[config.mk]
export PLATFORM = sky130hd
export DESIGN_NAME = cpu_status_reg
export DESIGN_NICKNAME = d
export VERILOG_FILES = /design/src/rtl/csr_pkg.sv /design/src/rtl/csr_addr_decode.sv /design/src/rtl/csr_bit_xfer.sv /design/src/rtl/csr_flag_core.sv /design/src/rtl/cpu_status_reg.sv
export SDC_FILE = /design/constraint.sdc
export NUM_CORES = 1
export LEC_CHECK = 0
export CORE_MARGIN = 1
export CORE_UTILIZATION = 28
export DETAILED_ROUTE_END_ITERATION = 7
export PLACE_DENSITY_LB_ADDON = 0.1
export SETUP_SLACK_MARGIN = 0.5
export SLEW_MARGIN = 20
export SYNTH_ARGS = -nofsm -noshare
export SYNTH_HDL_FRONTEND = slang
export SYNTH_HIERARCHICAL = 1
export SYNTH_SLANG_ARGS = --single-unit
[constraint.sdc]
create_clock -name clk -period 2.95 [get_ports clk]
set_clock_uncertainty 0.05 [all_clocks]
set_input_delay 0.885 -clock clk [delete_from_list [all_inputs] [get_ports clk]]
set_output_delay 0.885 -clock clk [all_outputs]
set_load 0.005 [all_outputs]
[src/rtl/csr_pkg.sv]
// Package: shared bit positions and the stored-flag record for the status
// register. Assumes the 8-bit layout I,T,H,S,V,N,Z,C from MSB to LSB.
package csr_pkg;
    localparam int unsigned STAT_W   = 8;
    localparam int unsigned MASK_W   = 5;
    localparam int unsigned POS_I    = 7;
    localparam int unsigned POS_T    = 6;
    localparam int unsigned POS_H    = 5;
    localparam int unsigned POS_S    = 4;
    localparam int unsigned POS_V    = 3;
    localparam int unsigned POS_N    = 2;
    localparam int unsigned POS_Z    = 1;
    localparam int unsigned POS_C    = 0;
    // ALU mask bit positions
    localparam int unsigned MSK_H    = 4;
    localparam int unsigned MSK_V    = 3;
    localparam int unsigned MSK_N    = 2;
    localparam int unsigned MSK_Z    = 1;
    localparam int unsigned MSK_C    = 0;

    // Seven flops: the sign flag is never held
    typedef struct packed {
        logic ie;
        logic tb;
        logic hc;
        logic ov;
        logic ng;
        logic zr;
        logic cy;
    } flags_t;

    // Builds the visible byte, forming sign from negative and overflow
    function automatic logic [STAT_W-1:0] to_byte(flags_t f);
        logic [STAT_W-1:0] b;
        b        = '0;
        b[POS_I] = f.ie;
        b[POS_T] = f.tb;
        b[POS_H] = f.hc;
        b[POS_S] = f.ng ^ f.ov;
        b[POS_V] = f.ov;
        b[POS_N] = f.ng;
        b[POS_Z] = f.zr;
        b[POS_C] = f.cy;
        return b;
    endfunction
endpackage

[src/rtl/csr_addr_decode.sv]
// Address decoder: flags a bus access that targets the status register,
// either by its I/O address or by its data-space alias. Assumes the alias
// is the I/O address plus a fixed offset and that the qualifier picks the space.
module csr_addr_decode #(
    parameter int unsigned ADDR_W      = 7,
    parameter int unsigned IO_ADDR     = 'h3F,
    parameter int unsigned DATA_OFFSET = 'h20
) (
    input  logic [ADDR_W-1:0] bus_addr,
    input  logic              bus_data_space,
    output logic              hit
);
    localparam logic [ADDR_W-1:0] IO_MATCH   = ADDR_W'(IO_ADDR);
    localparam logic [ADDR_W-1:0] DATA_MATCH = ADDR_W'(IO_ADDR + DATA_OFFSET);

    // Compare against the address of the selected space
    always_comb begin
        if (bus_data_space) hit = (bus_addr == DATA_MATCH);
        else                hit = (bus_addr == IO_MATCH);
    end
endmodule

[src/rtl/csr_bit_xfer.sv]
// Bit-transfer path: picks one bit of a register value for a bit-store and
// builds the bit-load result with the selected bit replaced by the transfer
// bit. Purely combinational; assumes bit_sel is in range for DATA_W.
module csr_bit_xfer #(
    parameter int unsigned DATA_W = 8,
    localparam int unsigned SEL_W = $clog2(DATA_W)
) (
    input  logic [DATA_W-1:0] reg_val,
    input  logic [SEL_W-1:0]  bit_sel,
    input  logic              t_in,
    output logic              picked,
    output logic [DATA_W-1:0] merged
);
    // Select the bit to be copied into the transfer store
    assign picked = reg_val[bit_sel];

    // Replace exactly the selected position with the transfer bit
    for (genvar g = 0; g < DATA_W; g++) begin : g_merge
        assign merged[g] = (bit_sel == SEL_W'(g)) ? t_in : reg_val[g];
    end
endmodule

[src/rtl/csr_flag_core.sv]
// Flag storage with update priority: byte write first, then interrupt
// entry/return on I, then masked ALU flags and the bit-store into T.
// Assumes the ALU result and event strobes are valid for one cycle.
module csr_flag_core
    import csr_pkg::*;
#(
    parameter int unsigned DATA_W = 8
) (
    input  logic              clk,
    input  logic              rst_n,
    input  logic              wr_hit,
    input  logic [STAT_W-1:0] wr_byte,
    input  logic              irq_taken,
    input  logic              irq_return,
    input  logic [MASK_W-1:0] alu_mask,
    input  logic              alu_half,
    input  logic              alu_ovf,
    input  logic              alu_carry,
    input  logic [DATA_W-1:0] alu_result,
    input  logic              bst_en,
    input  logic              bst_bit,
    output flags_t            flags_q
);
    flags_t flags_d;
    logic   res_zero;
    logic   res_neg;
    logic   unused_written_sign;

    assign res_zero            = ~|alu_result;
    assign res_neg             = alu_result[DATA_W-1];
    assign unused_written_sign = wr_byte[POS_S];

    // Next-state selection following the update priority
    always_comb begin
        flags_d = flags_q;
        if (wr_hit) begin
            flags_d.ie = wr_byte[POS_I];
            flags_d.tb = wr_byte[POS_T];
            flags_d.hc = wr_byte[POS_H];
            flags_d.ov = wr_byte[POS_V];
            flags_d.ng = wr_byte[POS_N];
            flags_d.zr = wr_byte[POS_Z];
            flags_d.cy = wr_byte[POS_C];
        end else begin
            if (irq_taken)       flags_d.ie = 1'b0;
            else if (irq_return) flags_d.ie = 1'b1;
            if (alu_mask[MSK_H]) flags_d.hc = alu_half;
            if (alu_mask[MSK_V]) flags_d.ov = alu_ovf;
            if (alu_mask[MSK_N]) flags_d.ng = res_neg;
            if (alu_mask[MSK_Z]) flags_d.zr = res_zero;
            if (alu_mask[MSK_C]) flags_d.cy = alu_carry;
            if (bst_en)          flags_d.tb = bst_bit;
        end
    end

    // Flag register with synchronous active-low reset
    always_ff @(posedge clk) begin
        if (!rst_n) flags_q <= '0;
        else        flags_q <= flags_d;
    end
endmodule

[src/rtl/cpu_status_reg.sv]
// Top of the processor status register: decodes bus accesses, stores the
// flags, derives the sign flag, gates the interrupt request and serves the
// bit-transfer paths. Assumes one-cycle event strobes and a synchronous bus.
module cpu_status_reg
    import csr_pkg::*;
#(
    parameter int unsigned ADDR_W      = 7,
    parameter int unsigned IO_ADDR     = 'h3F,
    parameter int unsigned DATA_OFFSET = 'h20,
    parameter int unsigned DATA_W      = 8,
    localparam int unsigned SEL_W      = $clog2(DATA_W)
) (
    input  logic              clk,
    input  logic              rst_n,
    input  logic [ADDR_W-1:0] bus_addr,
    input  logic              bus_data_space,
    input  logic              bus_wr,
    input  logic [STAT_W-1:0] bus_wdata,
    output logic [STAT_W-1:0] bus_rdata,
    input  logic              irq_taken,
    input  logic              irq_return,
    input  logic              irq_pending,
    output logic              irq_req,
    input  logic [MASK_W-1:0] alu_mask,
    input  logic              alu_half,
    input  logic              alu_ovf,
    input  logic              alu_carry,
    input  logic [DATA_W-1:0] alu_result,
    input  logic              bst_en,
    input  logic [SEL_W-1:0]  bit_sel,
    input  logic [DATA_W-1:0] reg_val,
    output logic [DATA_W-1:0] bld_value,
    output logic              t_bit,
    output logic [STAT_W-1:0] status
);
    logic   addr_hit;
    logic   wr_hit;
    logic   picked;
    flags_t flags_q;

    csr_addr_decode #(
        .ADDR_W(ADDR_W), .IO_ADDR(IO_ADDR), .DATA_OFFSET(DATA_OFFSET)
    ) u_dec (
        .bus_addr(bus_addr), .bus_data_space(bus_data_space), .hit(addr_hit)
    );

    csr_bit_xfer #(.DATA_W(DATA_W)) u_xfer (
        .reg_val(reg_val), .bit_sel(bit_sel), .t_in(flags_q.tb),
        .picked(picked), .merged(bld_value)
    );

    csr_flag_core #(.DATA_W(DATA_W)) u_core (
        .clk(clk), .rst_n(rst_n), .wr_hit(wr_hit), .wr_byte(bus_wdata),
        .irq_taken(irq_taken), .irq_return(irq_return),
        .alu_mask(alu_mask), .alu_half(alu_half), .alu_ovf(alu_ovf),
        .alu_carry(alu_carry), .alu_result(alu_result),
        .bst_en(bst_en), .bst_bit(picked), .flags_q(flags_q)
    );

    // Qualify the write strobe with the address match
    assign wr_hit    = bus_wr & addr_hit;
    // Present the full byte, sign formed on the fly
    assign status    = to_byte(flags_q);
    // Read returns the byte only while the address matches
    assign bus_rdata = addr_hit ? status : '0;
    // Global enable gates the combined request
    assign irq_req   = irq_pending & flags_q.ie;
    assign t_bit     = flags_q.tb;
endmodule

==> out/metrics.cfg, run 1 <==
[outcome]
outcome = finished with violations
violations = setup timing

[finish]
largest_register_ffs = 7
regArea_um2 = 140
final_util = 0.832
drive_gt1_frac = 0.478
final_nets = 233
top_register = u_core/flags_q
final_cells = 210
multi_input_area_um2 = 656
syn2layout_area_growth_pct = 172
antennaDiodeCount = 0
reg_top3 = u_core/flags_q x7
fillCellCount = 137

[setup_path]
rr_worst_depth = 3
crit_fanout = 3
critPathLaunchType = primary input
worstPathCellList = buf_6 > or3b_4 > a211oi_4 > buf_4 > buf_6 > buf_6 > and2_4 > buf_6
r2r-end = u_core/flags_q[5]
crit_path_frequent_cell = buf_6
critPathArrivalTime_ps = 2200
cp-startpoint = bus_data_space
end_kind = output pin
worstSetupPathType = primary input to output pin
critPathSlowestCell = or3b_4
r2r_slack_ps = 1870
r2r-start = u_core/flags_q[5]
critPathCapture = bus_rdata[4]
critPathMaxStageDelay_ps = 390
crit_required_ps = 2020

[logic_synthesis]
synthCells = 82
synth_ff_type = dfxtp_1
synth_cell_types = 31
ys_seq_area_frac = 0.199
synth-seq-cells = 7
syn_area_um2 = 703
synth_common_cells = 10 x and2_1, 10 x nand2_1, 9 x mux2_1
synth_nets = 132
syn_avg_cell_area_um2 = 8.58
yosysTopAreaCellShare = 0.199
yosys_warnings = 6
synth-edff-count = 0
synthArstFlopShare = 0
netlist_top_cells_area = dfxtp_1 20%, mux2_1 14%, and2_1 8.9%
yosysTopAreaCell = dfxtp_1

[timing]
setup_viol = 8
worst_slack_ps = -188
rsz0062_at_grt = true
relSlewSlack = 0.715
final_max_slew_viol_count = 0
period_share = 1.06
hold_ws_ps = 493
max_slew.worst_pin.slew_ps = 426
hold_viol_final = 0
max_freq_mhz = 319
min_period_ps = 3140

[global_routing]
overflow = 0
grtUsageTotal = 0.248
antenna_found_initial = 0
grt_pass1_wl_um = 4800
grt_pass1_vias = 1089
grt_start_max_net_pins = 13

[clock_network]
cts_buffers = 3
clock-sinks = 7
ctsHoldBuffers = 0
htreeDepth = 1
cts_buffer_depth = 2
clockRootBuffer = clkbuf_4
clkLatencyLatePin_ps = 250
cts_tree = yes
clkSlewWorstSetupHoldPaths_ps = 60

[placed_design]
place_congestion = 0.704
dp_worst_setup_slack_ps = -733
port_buffers = 74
dpl.cell_count = 187
hpwl_um = 2040

[flow_run]
drv_cap = 0

[pwr]
ir_worst_vdd_mv = 0.159
p_leak_nw = 0.902
total_power_uw = 408
p_per_area_nw_per_um2 = 213

[detailed_routing]
via_per_inst = 5.02
drt-total-wl_um = 3460
drtIter0Drc = 18
avgRoutedWirePerCell_um = 16.5
antenna_left = 0
first_pass_iters = 4
route.vias.total = 1055
drc = 0

[die]
ios = 76
initial_core_util = 0.306
die_w_um = 52.1
die_y_um = 52.1
core_area_um2 = 2300
fp-row-count = 17
dieArea_um2 = 2720

[min_path]
worstHoldPathType = register to register

## worst max-delay path, delay by kind of cell
family	cells	cell delay (ps)
AO/OA/AOI/OAI	1	270
buffers and inverters	5	510
AND/OR/NAND/NOR	2	520
## cell families after synthesis
logic type      count (synthesis)  synth area share
flops                           7             0.199
simple gates                   39             0.322
xor+xnor                        1            0.0125
buf+inv                         6            0.0569
mux                            15             0.231
compound gates                 14             0.178
## placed cells by master, fill, tap and decap left out, drive strengths merged, types with 2 or more instances in the layout
cell and instances:
nor3 2, dlymetal6s2s 2, nor2 4, mux2 10, mux2i 5, clkbuf 4, dlygate4sd2 8, and2 11
o211a 5, dfxtp 7, nand2b 2, nand3b 3, clkdlybuf4s50 41, o22ai 2, buf 50, nand3 2
nand2 10
## power breakdown
part | internal, mW | leakage [nW] | switching [mW]
Clock | 0.0520 | 0.0150 | 0.0412
Combinational | 0.141 | 0.829 | 0.0663
Sequential | 0.0999 | 0.0576 | 0.00814
Total | 0.292 | 0.902 | 0.116
## layer usage
| metal | wire (µm) | vias to the layer above | global-route usage |
|---|---|---|---|
| met3 | 278 | 10 | 0.0585 |
| li1 | - | 500 | - |
| met4 | 79 | 0 | 0.0991 |
| met2 | 1910 | 65 | 0.496 |
| met5 | 0 | - | 0 |
| met1 | 1180 | 480 | 0.233 |
## through the flow
step	area, µm²	TNS, ps
3_5_place_dp	1550	-9820
5_1_grt	1910	-1430
6_report	1910	-1070
3_3_place_gp	1550	-9500
2_1_floorplan	749	0
4_1_cts	1820	-906
## final cells by class
class                           instances  share of cell area
Tap cell                               28              0.0183
Sequential cell                         7              0.0733
Inverter                                1             0.00589
Multi-Input combinational cell         69               0.343
Clock buffer                            4              0.0137
Timing Repair Buffer                  101               0.546
## how the worst min path moves through the flow
stage,startpoint,to,slack [ps],depth (start not counted)
floorplan,u_core/flags_q[1],u_core/flags_q[1],440,2
global placement,u_core/flags_q[1],u_core/flags_q[1],440,2
detailed placement,u_core/flags_q[1],u_core/flags_q[1],470,2
CTS,u_core/flags_q[1],u_core/flags_q[1],480,2
global route,u_core/flags_q[1],u_core/flags_q[1],530,2
finish,u_core/flags_q[1],u_core/flags_q[1],490,2
## timing repair
| action | CTS | global route |
|---|---|---|
| endpoints found under the setup margin | 23 | 22 |
| hold endpoints to repair | 0 | 0 |
| gates cloned | 2 | 0 |
| pin swaps | 11 | 8 |
| gates resized for setup | 155 | 18 |
| setup buffers | 15 | 2 |
No activity file was read; power rests on OpenSTA's default activity.
==> inputs of run 2 (changes only) <==
CTS_CLUSTER_DIAMETER = 80   (was default)
SKIP_LAST_GASP = 1   (was default)
==> run 2 against run 1 <==
Compared with the run above:
- the run still ends with setup timing left
- wire length is 1.2% higher
- die area unchanged
- critical path type unchanged
- global-route usage fell by 0.076 points
- power is 0.75% lower
- flip-flop and latch count unchanged
- sequential power hardly changed
- worst setup slack better by 2.5 ps
- first-iteration DRC count rose by 5.6%
==> out/metrics.cfg, run 2 (synthesized netlist as in run 1, its figures left out) <==
[outcome]
outcome = finished with violations
violations = setup timing

[flow_run]
drv_cap = 0

[finish]
finalInstanceArea_um2 = 1890
top_register = u_core/flags_q
drive_gt1_frac = 0.481
most-common-layout-cells = 41 x clkdlybuf4s50_1, 28 x buf_6, 10 x buf_4, 8 x dlygate4sd2_1, 8 x mux2_4
fillCellCount = 139
layout_commonest_cell = clkdlybuf4s50_1
largest_register_ffs = 7
reg_top3 = u_core/flags_q x7
final_util = 0.824
antennaDiodeCount = 0
syn2layout_area_growth_pct = 169
final_nets = 232

[global_routing]
grt_pass1_wl_um = 4710
grtUsageTotal = 0.247
grt_pass1_vias = 1036
antenna_found_initial = 0
overflow = 0
grt_start_max_net_pins = 13

[setup_path]
critPathCapture = bus_rdata[3]
critPathSlowestCell = or3b_4
r2r-start = u_core/flags_q[5]
critPathArrivalTime_ps = 2200
crit_fanout = 3
critPathMaxStageDelay_ps = 390
r2r_slack_ps = 1880
worst-path-stages = 8
crit_required_ps = 2020
critPathLaunchType = primary input
cp.buffers_inverters = 5
rr_worst_depth = 3
worstSetupPathType = primary input to output pin
cp_top_family = simple AND/OR/NAND/NOR gates
cp-startpoint = bus_data_space
r2r-end = u_core/flags_q[5]
end_kind = output pin
crit_path_frequent_cell = buf_6
worstPathCellList = buf_6 > or3b_4 > a211oi_4 > buf_4 > buf_6 > buf_6 > and2_4 > buf_6

[die]
fp-row-count = 17
initial_core_util = 0.306
core_area_um2 = 2300
ios = 76
dieArea_um2 = 2720
die_w_um = 52.1
die_y_um = 52.1

[min_path]
worstHoldPathType = register to register

[placed_design]
port_buffers = 74
place_congestion = 0.704
hpwl_um = 2040
post_dp_cell_area_um2 = 1550
dp_worst_setup_slack_ps = -733

[pwr]
p_leak_nw = 0.893
p_per_area_nw_per_um2 = 214
ir_worst_vdd_mv = 0.225

[detailed_routing]
antenna_left = 0
avgRoutedWirePerCell_um = 16.7
route.vias.total = 1049
via_per_inst = 5.02
first_pass_iters = 4
drtIter0Drc = 19
drt-total-wl_um = 3500
drc = 0

[timing]
final_max_slew_viol_count = 0
max_freq_mhz = 319
setup_viol = 8
relSlewSlack = 0.715
period_share = 1.06
fin_setup_tns_ps = -1050
min_period_ps = 3140
rsz0062_at_grt = true
max_slew.worst_pin.slew_ps = 426
worst_slack_ps = -186
hold_viol_final = 0

[clock_network]
cts_tree = yes
clockRootBuffer = clkbuf_4
cts_buffer_depth = 2
cts_buffers = 3
clkSlewWorstSetupHoldPaths_ps = 60
htreeDepth = 1
clkLatencyLatePin_ps = 260
clock-sinks = 7

==> run 2: changes by cell type in the layout (fill, tap and decap cells not counted) <==
| cell | change |
|---|---|
| nand2_1 | -1 |
| inv_8 | -1 |
| buf_2 | +3 |
| buf_6 | -4 |
| nand2_2 | +1 |
| o31ai_1 | -1 |
| and2_4 | -1 |
| and2_1 | +1 |
| inv_6 | +1 |
| o21ai_4 | +1 |
| o31ai_2 | +1 |
| o21ai_2 | -1 |
==> run 2: repair_timing <==
item | in CTS | in global routing
setup buffers | 15 | 1
gates resized for setup | 148 | 22
cloned | 2 | 0
setup endpoints to repair | 23 | 23
hold buffers | 0 | 0
pin swaps | 10 | 8
==> run 2: layout make-up <==
class | count | area [µm²] | share of cell area
multi-input cells | 69 | 668 | 0.353
flip-flops and latches | 7 | 140 | 0.0741
repair buffers | 100 | 1010 | 0.536
inverters | 1 | 8.76 | 0.00463
well taps | 28 | 35.0 | 0.0185
clock buffers | 4 | 26.3 | 0.0139
==> run 2: layer usage <==
layer	vias to the layer above	global-route usage	share of wire
li1	493	-	-
met1	483	0.233	0.33
met2	61	0.504	0.56
met3	12	0.0497	0.074
met4	0	0.0901	0.032
met5	-	0	0
==> run 2: worst min-delay path by stage <==
| stage | start | endpoint | cells past startpoint |
|---|---|---|---|
| floorplan | u_core/flags_q[1] | u_core/flags_q[1] | 2 |
| global placement | u_core/flags_q[1] | u_core/flags_q[1] | 2 |
| detailed placement | u_core/flags_q[1] | u_core/flags_q[1] | 2 |
| CTS | u_core/flags_q[1] | u_core/flags_q[1] | 2 |
| global route | u_core/flags_q[1] | u_core/flags_q[1] | 2 |
| finish | u_core/flags_q[1] | u_core/flags_q[1] | 2 |
==> run 2: power by group <==
part | switching (mW) | leakage, nW | internal, mW
registers | 0.00830 | 0.0576 | 0.0999
clock network | 0.0406 | 0.0150 | 0.0520
logic | 0.0665 | 0.820 | 0.138
total | 0.115 | 0.893 | 0.290
==> run 2: worst register-to-register path, stage by stage, from the launching register on <==
cell	delay, ps
dfxtp_1	580
mux2i_1	160
nand2_1	90
o211a_1	130
==> run 2: through the flow <==
| stage | std cells | power, mW | hold WS [ps] |
|---|---|---|---|
| after floorplan | 82 | 0.162 | 435 |
| after global placement | 187 | 0.270 | 437 |
| after detailed placement | 187 | 0.275 | 468 |
| after CTS | 208 | 0.389 | 479 |
| after global routing | 209 | 0.424 | 534 |
| final | 209 | 0.405 | 493 |
==> inputs of run 3 (changes only) <==
ABC_AREA = 0   (was default)
==> results of run 3 <==
No change in the layout: final DEF, timing and power equal those of run 2.
